### src/rtl/pin_ctl_pkg.sv
package pin_ctl_pkg;

    localparam int ADDR_W  = 8;
    localparam int DATA_W  = 32;
    localparam int FIELD_W = 3;
    localparam int WORD_W  = ADDR_W - 2;

    localparam logic [ADDR_W-1:0] OFS_SET   = 8'h1C;
    localparam logic [ADDR_W-1:0] OFS_CLR   = 8'h28;
    localparam logic [ADDR_W-1:0] OFS_LEVEL = 8'h34;

    localparam logic [FIELD_W-1:0] FN_INPUT  = 3'b000;
    localparam logic [FIELD_W-1:0] FN_OUTPUT = 3'b001;

    typedef enum logic [1:0] {
        RD_ZERO,
        RD_MODE,
        RD_LEVEL
    } rd_src_e;

    typedef struct packed {
        logic              mode_hit;
        logic [WORD_W-1:0] word;
        logic              set_hit;
        logic              clr_hit;
        rd_src_e           rd_src;
    } bus_dec_t;

    function automatic int ceil_div(input int a, input int b);
        return (a + b - 1) / b;
    endfunction

endpackage

### src/rtl/pin_ctl_decode.sv
module pin_ctl_decode
    import pin_ctl_pkg::*;
#(
    parameter int NUM_MODE = 4
) (
    input  logic [ADDR_W-1:0] addr,
    output bus_dec_t          dec
);

    always_comb begin
        dec.word     = addr[ADDR_W-1:2];
        dec.mode_hit = (addr[1:0] == 2'b00) && (int'(addr[ADDR_W-1:2]) < NUM_MODE);
        dec.set_hit  = (addr == OFS_SET);
        dec.clr_hit  = (addr == OFS_CLR);
        if (dec.mode_hit)
            dec.rd_src = RD_MODE;
        else if (addr == OFS_LEVEL)
            dec.rd_src = RD_LEVEL;
        else
            dec.rd_src = RD_ZERO;
    end

endmodule

### src/rtl/pin_mode_bank.sv
module pin_mode_bank
    import pin_ctl_pkg::*;
#(
    parameter int NUM_PINS = 32,
    parameter int PER_WORD = 10,
    localparam int NUM_MODE = ceil_div(NUM_PINS, PER_WORD)
) (
    input  logic                clk,
    input  logic                rst,
    input  logic                wr_en,
    input  logic [WORD_W-1:0]   word,
    input  logic [DATA_W-1:0]   wdata,
    output logic [DATA_W-1:0]   rd_word,
    output logic [NUM_PINS-1:0] oe
);

    logic [FIELD_W-1:0] field_q [NUM_PINS];
    logic [DATA_W-1:0]  image   [NUM_MODE];

    for (genvar p = 0; p < NUM_PINS; p++) begin : g_pin
        localparam int WIDX = p / PER_WORD;
        localparam int SLOT = p % PER_WORD;

        always_ff @(posedge clk) begin
            if (rst)
                field_q[p] <= FN_INPUT;
            else if (wr_en && (int'(word) == WIDX))
                field_q[p] <= wdata[SLOT*FIELD_W +: FIELD_W];
        end

        assign oe[p] = (field_q[p] == FN_OUTPUT);
    end

    always_comb begin
        for (int r = 0; r < NUM_MODE; r++) begin
            image[r] = '0;
            for (int s = 0; s < PER_WORD; s++) begin
                if (r * PER_WORD + s < NUM_PINS)
                    image[r][s*FIELD_W +: FIELD_W] = field_q[r * PER_WORD + s];
            end
        end
    end

    always_comb begin
        rd_word = '0;
        for (int r = 0; r < NUM_MODE; r++) begin
            if (int'(word) == r)
                rd_word = image[r];
        end
    end

endmodule

### src/rtl/pin_level_latch.sv
module pin_level_latch
    import pin_ctl_pkg::*;
#(
    parameter int NUM_PINS = 32
) (
    input  logic                clk,
    input  logic                rst,
    input  logic [NUM_PINS-1:0] set_mask,
    input  logic [NUM_PINS-1:0] clr_mask,
    output logic [NUM_PINS-1:0] level_q
);

    // a clear wins over a set on the same pin
    always_ff @(posedge clk) begin
        if (rst)
            level_q <= '0;
        else
            level_q <= (level_q | set_mask) & ~clr_mask;
    end

endmodule

### src/rtl/pin_ctl_top.sv
module pin_ctl_top
    import pin_ctl_pkg::*;
#(
    parameter int NUM_PINS = 32,
    parameter int PER_WORD = 10
) (
    input  logic                clk,
    input  logic                rst,
    input  logic [ADDR_W-1:0]   bus_addr,
    input  logic                bus_wr,
    input  logic [DATA_W-1:0]   bus_wdata,
    output logic [DATA_W-1:0]   bus_rdata,
    input  logic [NUM_PINS-1:0] pin_in,
    output logic [NUM_PINS-1:0] pin_out,
    output logic [NUM_PINS-1:0] pin_oe
);

    localparam int NUM_MODE = ceil_div(NUM_PINS, PER_WORD);

    bus_dec_t            dec;
    logic [DATA_W-1:0]   mode_rd;
    logic [NUM_PINS-1:0] set_mask;
    logic [NUM_PINS-1:0] clr_mask;
    logic [NUM_PINS-1:0] level_now;
    logic [DATA_W-1:0]   level_word;

    pin_ctl_decode #(.NUM_MODE(NUM_MODE)) u_dec (
        .addr (bus_addr),
        .dec  (dec)
    );

    pin_mode_bank #(.NUM_PINS(NUM_PINS), .PER_WORD(PER_WORD)) u_mode (
        .clk     (clk),
        .rst     (rst),
        .wr_en   (bus_wr && dec.mode_hit),
        .word    (dec.word),
        .wdata   (bus_wdata),
        .rd_word (mode_rd),
        .oe      (pin_oe)
    );

    assign set_mask = (bus_wr && dec.set_hit) ? bus_wdata[NUM_PINS-1:0] : '0;
    assign clr_mask = (bus_wr && dec.clr_hit) ? bus_wdata[NUM_PINS-1:0] : '0;

    pin_level_latch #(.NUM_PINS(NUM_PINS)) u_lat (
        .clk      (clk),
        .rst      (rst),
        .set_mask (set_mask),
        .clr_mask (clr_mask),
        .level_q  (pin_out)
    );

    assign level_now = (pin_out & pin_oe) | (pin_in & ~pin_oe);

    always_comb begin
        level_word = '0;
        level_word[NUM_PINS-1:0] = level_now;
    end

    always_comb begin
        unique case (dec.rd_src)
            RD_MODE:  bus_rdata = mode_rd;
            RD_LEVEL: bus_rdata = level_word;
            default:  bus_rdata = '0;
        endcase
    end

endmodule

### config.mk
export PLATFORM = sky130hd
export DESIGN_NAME = pin_ctl_top
export DESIGN_NICKNAME = d
export VERILOG_FILES = /design/src/rtl/pin_ctl_pkg.sv /design/src/rtl/pin_ctl_decode.sv /design/src/rtl/pin_mode_bank.sv /design/src/rtl/pin_level_latch.sv /design/src/rtl/pin_ctl_top.sv
export SDC_FILE = /design/constraint.sdc
export NUM_CORES = 1
export LEC_CHECK = 0
export BUFFER_PORTS_ARGS = -buffer_cell sky130_fd_sc_hd__buf_4
export CORE_ASPECT_RATIO = 0.7
export CORE_MARGIN = 4
export CORE_UTILIZATION = 35
export DETAILED_ROUTE_END_ITERATION = 8
export GPL_TIMING_DRIVEN = 0
export PLACE_DENSITY_LB_ADDON = 0.25
export SLEW_MARGIN = 20
export SYNTH_ARGS = -nofsm -noshare
export SYNTH_HDL_FRONTEND = slang
export SYNTH_SLANG_ARGS = --single-unit
### constraint.sdc
create_clock -name clk -period 3.8 [get_ports clk]
set_input_delay 0.57 -clock clk [delete_from_list [all_inputs] [get_ports clk]]
set_output_delay 0.57 -clock clk [all_outputs]
set_load 0.005 [all_outputs]
==> flow_summary.ini, run 1 <==
[drt]
top_layer = met4
routed_wl_um = 23090
ant_nets = 0
drc_errors = 0
wl_met1_um = 10040
drt-wirelength-per-cell_um = 24.01
dr_wl_met3_um = 2176
via_count = 5449
wl_met2_um = 10290
drt_first_iter_violations = 597
first_pass_iters = 5
vias_per_cell = 5.664

[timing]
clock.fmax_mhz = 314.7
worst_pin_slew_ps = 1118
period_minus_slack_ps = 3178
slew_viol_final = 0
fin_crit_sh_pct = 83.63
finClkSkew_ps = 0
hold_viol_final = 0
rsz0062_at_grt = false
setup_viol = 0
setup_slack_ps = 622.2
slew_headroom_pct = 24.65
fin_setup_tns_ps = 0

[global_routing]
antenna_found_initial = 0
grt_pass1_vias = 5533
grt_usage_pct = 22.39
grt.overflow.total = 0
grt_max_degree = 22
grt_pass1_wl_um = 33950

[synth]
synth_cell_types = 36
async_flop_share_pct = 0
syn_area_mm2 = 0.006412
ys_seq_area_share_pct = 54.95
syn_inst = 521
synth_edf_count = 96
synth_area_leaders = edfxtp_1 45%, dfxtp_1 10%, and2_1 9.6%
synth_top_area_share_pct = 44.96
yosys_warnings = 0
ys_dominant_reg_cell = edfxtp_1
synth_common_cells = 98 x and2_1, 96 x edfxtp_1
yosys.area.top_type = edfxtp_1
synthMostInstantiatedCell = and2_1
syn_nets = 596
avgSynthCellArea_um2 = 12.31
ys_ff_latch = 128

[critical_path]
crit_fanout = 10
arrival_ps = 2610
crit_chain = buf_4 -> buf_2 -> nor2b_1 -> buf_2 -> and2_1 -> nand4_1 -> clkbuf_1 -> o22ai_1 -> buf_4
cp_slowest_stage_delay_ps = 370
crit_slowest_cell = clkbuf_1
startpoint_type = input port
cp.required_ps = 3230
cp-end-kind = primary output
crit_type = in2out

[cts]
h-tree-depth = 4
cts.path.max_buffers = 2
cts_setup_buffers = 0
cts_tree = done
numCtsBuffers = 17
clkTransAtPathRegs_ps = 60
cts_hold_buf = 0
post_cts_resized = 0
cts_num_sinks = 128
cts_root_buf = clkbuf_16
clock_latency_ps = 410

[power]
p_int_uw = 2738
power.density_mw_per_mm2 = 411.2
power.share.sequential_pct = 44.5
ir_drop_mv = 0.2520
switching_power_uw = 838.4
p_leak_uw = 0.003232
power.share.clock_pct = 46.4
comb_power_share_pct = 9.1
sw_frac_of_total_pct = 23.44

[placed_design]
place_inst = 930
dpl_worst_slack_ps = 674.4
port-buffer-count = 168
gp_congestion = 0.9796
place.detailed.hpwl_um = 17040

[floorplan]
die_w_um = 169.8
core_area_mm2 = 0.01801
die_area_mm2 = 0.02059
initial_utilization_pct = 35.61
io_pins = 171
rows = 41
die_h_um = 121.2

[finish]
drive_gt1_share_pct = 36.09
area_growth_pct = 35.63
utilization_pct = 48.30
fin_cells = 962
insertedDiodeCount = 0
finalNetCount = 788

[status]
outcome = complete, no violations

[flow_run]
maxCapViolCount = 0

[hold_path]
hp-class = in2reg
[metrics by stage]
stage / instance area [µm²] / hold slack (ps) / power, µW
floorplan: 6417 / 520.7 / 1753
global placement: 7974 / 518.9 / 1925
detailed placement: 8098 / 528.3 / 1942
CTS: 8692 / 325.6 / 3583
global route: 8697 / 327.1 / 3682
finish: 8697 / 340.3 / 3576
[power groups by stage]
stage | clock network, µW | logic, µW | registers [µW]
after CTS | 1670 | 326 | 1590
after global routing | 1740 | 348 | 1600
after global placement | 0 | 306 | 1620
after detailed placement | 0 | 324 | 1620
after floorplan | 0 | 147 | 1610
final | 1660 | 326 | 1590
[state kept, by name (all words and copies together), names as in the netlist]
signal	flops
u_mode.field_q	96
u_lat.level_q	32
[path summary, 6_finish.rpt]
path / slack, ps / end / from / cells after the start
hold / removal: 340 / u_lat.level_q[31]$_SDFF_PP0_ / bus_wdata[31] / 2
setup / recovery: 620 / bus_rdata[21] / bus_addr[3] / 9
setup reg to reg: 3040 / u_lat.level_q[11]$_SDFF_PP0_ / u_lat.level_q[11]$_SDFF_PP0_ / 2
hold reg to reg: 530 / u_lat.level_q[29]$_SDFF_PP0_ / u_lat.level_q[29]$_SDFF_PP0_ / 2
[placed cells by master, fill, tap and decap left out, types with 6 or more instances in the layout]
master     count
a211oi_1      32
a21oi_1       32
a2bb2oi_1     24
and2_1        98
buf_2         14
buf_4        175
clkbuf_1      16
clkbuf_16     17
dfxtp_1       32
edfxtp_1      96
mux2i_1       32
nand2_1       11
nor2_1         8
nor3b_1       31
o21ai_0        6
o22ai_1       24
o32ai_2       19
[area by class of cell]
| class | instances | area, µm² |
|---|---|---|
| fillers | 1624 | 9309 |
| flip-flops and latches | 128 | 3523 |
| multi-input cells | 348 | 2699 |
| repair buffers | 173 | 1354 |
| clock buffers | 18 | 429.2 |
| well taps | 236 | 295.3 |
| plain buffers | 43 | 224.0 |
| clock inverters | 14 | 165.2 |
| inverters | 2 | 7.507 |
[metal layers]
metal	vias up	GRT usage, %
met2	281	33.82
li1	2408	-
met5	-	0
met3	38	6.610
met4	0	7.541
met1	2722	30.87
[logic make-up after synthesis]
logic type / share of synthesized area [%]
simple gates: 16.16
buf+inv: 3.610
compound gates: 18.36
flops: 54.95
mux: 6.927
[worst max-delay path: cells and delay by family]
family / cells / cell delay [ps]
buffers and inverters: 5 / 1100
AND/OR/NAND/NOR: 3 / 560
AO/OA/AOI/OAI: 1 / 360
Power figures use the tool's default switching activity.
==> run 2, diff against run 1 <==
==> constraint.sdc (replaced) <==
create_clock -name clk -period 2.7 [get_ports clk]
set_input_delay 0.405 -clock clk [delete_from_list [all_inputs] [get_ports clk]]
set_output_delay 0.405 -clock clk [all_outputs]
set_load 0.005 [all_outputs]
==> flow_summary.ini, run 2 (synthesis gave the netlist of run 1 again) <==
[critical_path]
cp.required_ps = 2300
crit_fanout = 10
cp-end-kind = primary output
arrival_ps = 2270
startpoint_type = input port
crit_type = in2out

[timing]
finClkSkew_ps = 0
worst_pin_slew_ps = 1092
hold_ws_ps = 177.1
rsz0062_at_grt = false
slew_headroom_pct = 27.07
slew_viol_final = 0
period_minus_slack_ps = 2674
fin_setup_tns_ps = 0
hold_viol_final = 0
fin_crit_sh_pct = 99.04
clock.fmax_mhz = 374.0
setup_slack_ps = 25.97
setup_viol = 0

[placed_design]
place_inst = 929
dpl_worst_slack_ps = -182.3
place.detailed.hpwl_um = 17040
port-buffer-count = 168
gp_congestion = 0.9334
place_area_mm2 = 0.008087

[cts]
cts.path.max_buffers = 2
clkTransAtPathRegs_ps = 60
numCtsBuffers = 17
cts_hold_buf = 0
clock_latency_ps = 420
cts_root_buf = clkbuf_16
cts_tree = done
h-tree-depth = 4
cts_num_sinks = 128

[power]
power.share.sequential_pct = 43.9
sw_frac_of_total_pct = 22.73
comb_power_share_pct = 9.0
ir_drop_mv = 0.3436
p_leak_uw = 0.003244
switching_power_uw = 1159
p_int_uw = 3939
power.share.clock_pct = 47.1
power.density_mw_per_mm2 = 585.6

[flow_run]
maxCapViolCount = 0

[finish]
fin_cells = 961
most-common-layout-cells = 177 x buf_4, 98 x and2_1, 96 x edfxtp_1
stdcell_area_mm2 = 0.008706
largestRegisters = u_mode.field_q (96), u_lat.level_q (32)
finalNetCount = 787
drive_gt1_share_pct = 35.72
nFillCells = 1591
ff_latch_area_mm2 = 0.003523
insertedDiodeCount = 0
largest_reg_flops = 96
multi_input_area_mm2 = 0.002701
area_growth_pct = 35.77
layout_commonest_cell = buf_4
top_register = u_mode.field_q

[global_routing]
grt_max_degree = 20
antenna_found_initial = 0
grt.overflow.total = 0
grt_pass1_wl_um = 33420
grt_usage_pct = 22.05
grt_pass1_vias = 5471

[floorplan]
initial_utilization_pct = 35.61
die_h_um = 121.2
rows = 41
die_w_um = 169.8
io_pins = 171
core_area_mm2 = 0.01801
die_area_mm2 = 0.02059

[drt]
vias_per_cell = 5.676
via_count = 5455
drt_first_iter_violations = 566
drc_errors = 0
first_pass_iters = 7
drt-wirelength-per-cell_um = 24.04
routed_wl_um = 23100
ant_nets = 0

[hold_path]
hp-class = in2reg

[status]
outcome = complete, no violations
[run 2: layout make-up]
cell class / count / area share [%]
clock buffer: 20 / 5.016
multi-input combinational: 348 / 31.03
buffer: 43 / 2.673
inverter: 2 / 0.08623
tap: 236 / 3.392
clock inverter: 12 / 1.911
sequential: 128 / 40.47
timing repair buffer: 172 / 15.42
[run 2: power by group through the flow]
stage	clock, µW	sequential (µW)	combinational (µW)
after global placement	0	2280	432
final	2400	2240	458
after detailed placement	0	2280	453
after global routing	2500	2250	488
after floorplan	0	2260	207
after CTS	2410	2240	456
[run 2: critical path, cell delays in order]
cell and delay, ps:
buf_4 120, buf_2 200, nor2b_1 120, buf_2 240, and2_1 190, nand4_1 250
buf_4 290, o22ai_1 270, buf_4 180
[run 2: final timing paths]
path                                  end  cells past startpoint  slack, ps                         start
min reg2reg  u_lat.level_q[24]$_SDFF_PP0_                      2        540  u_lat.level_q[24]$_SDFF_PP0_
min          u_lat.level_q[30]$_SDFF_PP0_                      2        180                 bus_wdata[30]
max reg2reg  u_lat.level_q[23]$_SDFF_PP0_                      2       1910  u_lat.level_q[23]$_SDFF_PP0_
max                         bus_rdata[21]                      9         30                   bus_addr[3]
[run 2: timing repair]
action	4_1_cts	5_1_grt
pin swaps	0	1
hold endpoints to repair	0	0
setup buffers	0	0
gates resized for setup	2	7
setup endpoints to repair	3	15
[run 2: metal layers]
layer	GRT usage, %	wire [µm]	up-vias
met5	0	0	-
met4	6.838	365	0
met3	5.080	2296	33
met2	33.67	10280	330
met1	31.26	10160	2686
li1	-	-	2406
[run 2: stage by stage]
step / util, % / total power (µW)
floorplan: - / 2468
global placement: 44.31 / 2709
detailed placement: 44.91 / 2731
CTS: 48.29 / 5102
global route: 48.35 / 5233
finish: 48.35 / 5098
==> run 3, diff against run 2 <==
--- a/config.mk
+++ b/config.mk
@@ -11,8 +11,8 @@
 export CORE_UTILIZATION = 35
 export DETAILED_ROUTE_END_ITERATION = 8
 export GPL_TIMING_DRIVEN = 0
-export PLACE_DENSITY_LB_ADDON = 0.25
-export SLEW_MARGIN = 20
+export PLACE_DENSITY_LB_ADDON = 0.1
+export RECOVER_POWER = 50
 export SYNTH_ARGS = -nofsm -noshare
 export SYNTH_HDL_FRONTEND = slang
 export SYNTH_SLANG_ARGS = --single-unit
==> flow_summary.ini, run 3 (synthesis gave the netlist of run 1 again) <==
[cts]
cts.path.max_buffers = 2
cts_root_buf = clkbuf_16
cts_tree = done
cts_hold_buf = 0
numCtsBuffers = 17
cts_num_sinks = 128
h-tree-depth = 4
clkTransAtPathRegs_ps = 50
clock_latency_ps = 410

[finish]
finalNetCount = 787
layout_commonest_cell = buf_4
ff_latch_area_mm2 = 0.003523
area_growth_pct = 34.60
nFillCells = 1640
insertedDiodeCount = 0
most-common-layout-cells = 143 x buf_4, 96 x edfxtp_1, 55 x and2_1, 43 x and2_0
fin_cells = 961
largest_reg_flops = 96
drive_gt1_share_pct = 34.48
largestRegisters = u_mode.field_q (96), u_lat.level_q (32)
multi_input_area_mm2 = 0.002688
top_register = u_mode.field_q

[hold_path]
hp-class = in2reg

[critical_path]
startpoint_type = input port
crit_slowest_cell = buf_2
crit_chain = buf_4 -> buf_2 -> buf_2 -> buf_2 -> o32ai_2 -> a2bb2oi_1 -> o22ai_1 -> buf_4
cp_common_cell = buf_2
crit_fanout = 10
cp_slowest_stage_delay_ps = 390
crit_type = in2out
arrival_ps = 2220
cp.required_ps = 2300
cp-end-kind = primary output

[floorplan]
die_w_um = 169.8
initial_utilization_pct = 35.61
rows = 41
die_area_mm2 = 0.02059
die_h_um = 121.2
io_pins = 171
core_area_mm2 = 0.01801

[timing]
slew_headroom_pct = -1.849
worst_pin_slew_ps = 1514
fin_crit_sh_pct = 97.27
clock.fmax_mhz = 380.7
slew_viol_final = 6
finClkSkew_ps = 0
setup_viol = 0
hold_viol_final = 0
setup_slack_ps = 73.60
fin_setup_tns_ps = 0
period_minus_slack_ps = 2626
rsz0062_at_grt = false

[global_routing]
grt_pass1_wl_um = 34310
grt.overflow.total = 0
grt_pass1_vias = 5419
grt_max_degree = 21
grt_usage_pct = 22.88
antenna_found_initial = 1

[drt]
via_count = 5314
drt_first_iter_violations = 457
drt-wirelength-per-cell_um = 24.43
routed_wl_um = 23480
first_pass_iters = 5
drc_errors = 0
vias_per_cell = 5.530
ant_nets = 0

[placed_design]
place_inst = 929
gp_congestion = 0.8952
dpl_worst_slack_ps = -276.8
port-buffer-count = 168
place.detailed.hpwl_um = 17210

[power]
power_uw = 4905
power.density_mw_per_mm2 = 568.3
p_leak_uw = 0.003138
ir_drop_mv = 0.3176

[status]
outcome = finished, violations left
violations = max-capacitance violations, max-slew violations

[flow_run]
maxCapViolCount = 1
run 3: through the flow:
| stage | util [%] | instance area (µm²) | hold slack, ps |
|---|---|---|---|
| after global placement | 44.31 | 7978 | 520.4 |
| after detailed placement | 44.93 | 8090 | 528.7 |
| after floorplan | - | 6421 | 501.6 |
| after global routing | 47.93 | 8631 | 167.2 |
| final | 47.93 | 8631 | 175.6 |
| after CTS | 48.06 | 8653 | 162.2 |
run 3: cell type report:
class | count | area share (%)
Multi-Input combinational cell | 348 | 31.14
Inverter | 2 | 0.08698
Clock inverter | 5 | 0.6234
Tap cell | 236 | 3.421
Buffer | 43 | 2.653
Timing Repair Buffer | 172 | 15.42
Clock buffer | 27 | 5.828
Sequential cell | 128 | 40.82
run 3: metal layers:
metal / routed length (µm) / track usage (%)
met4: 410 / 6.184
met2: 10830 / 35.36
met3: 1565 / 5.210
met1: 10670 / 32.46
met5: 0 / 0
run 3: path summary, 6_finish.rpt:
| kind | startpoint | endpoint | slack, ps | cells after the start |
|---|---|---|---|---|
| min | bus_wdata[31] | u_lat.level_q[31]$_SDFF_PP0_ | 180 | 2 |
| min reg2reg | u_lat.level_q[29]$_SDFF_PP0_ | u_lat.level_q[29]$_SDFF_PP0_ | 530 | 2 |
| max reg2reg | u_lat.level_q[28]$_SDFF_PP0_ | u_lat.level_q[28]$_SDFF_PP0_ | 1970 | 2 |
| max | bus_addr[3] | bus_rdata[21] | 70 | 8 |
run 3: timing repair:
item,4_1_cts,5_1_grt
pin swaps,0,1
endpoints found under the hold margin,0,0
setup endpoints to repair,10,21
gates resized for setup,3,4
setup buffers,0,0
gates cloned,0,0
run 3: critical path: cells and delay by family:
kind	cells	cell delay, ps
buf+inv	5	1250
compound gates	3	540
run 3: report_power, final:
group,internal [µW],switching [µW],leakage [µW]
Combinational,217,242,0.00169
Sequential,2190,50.3,0.00117
Clock,1360,845,0.000275
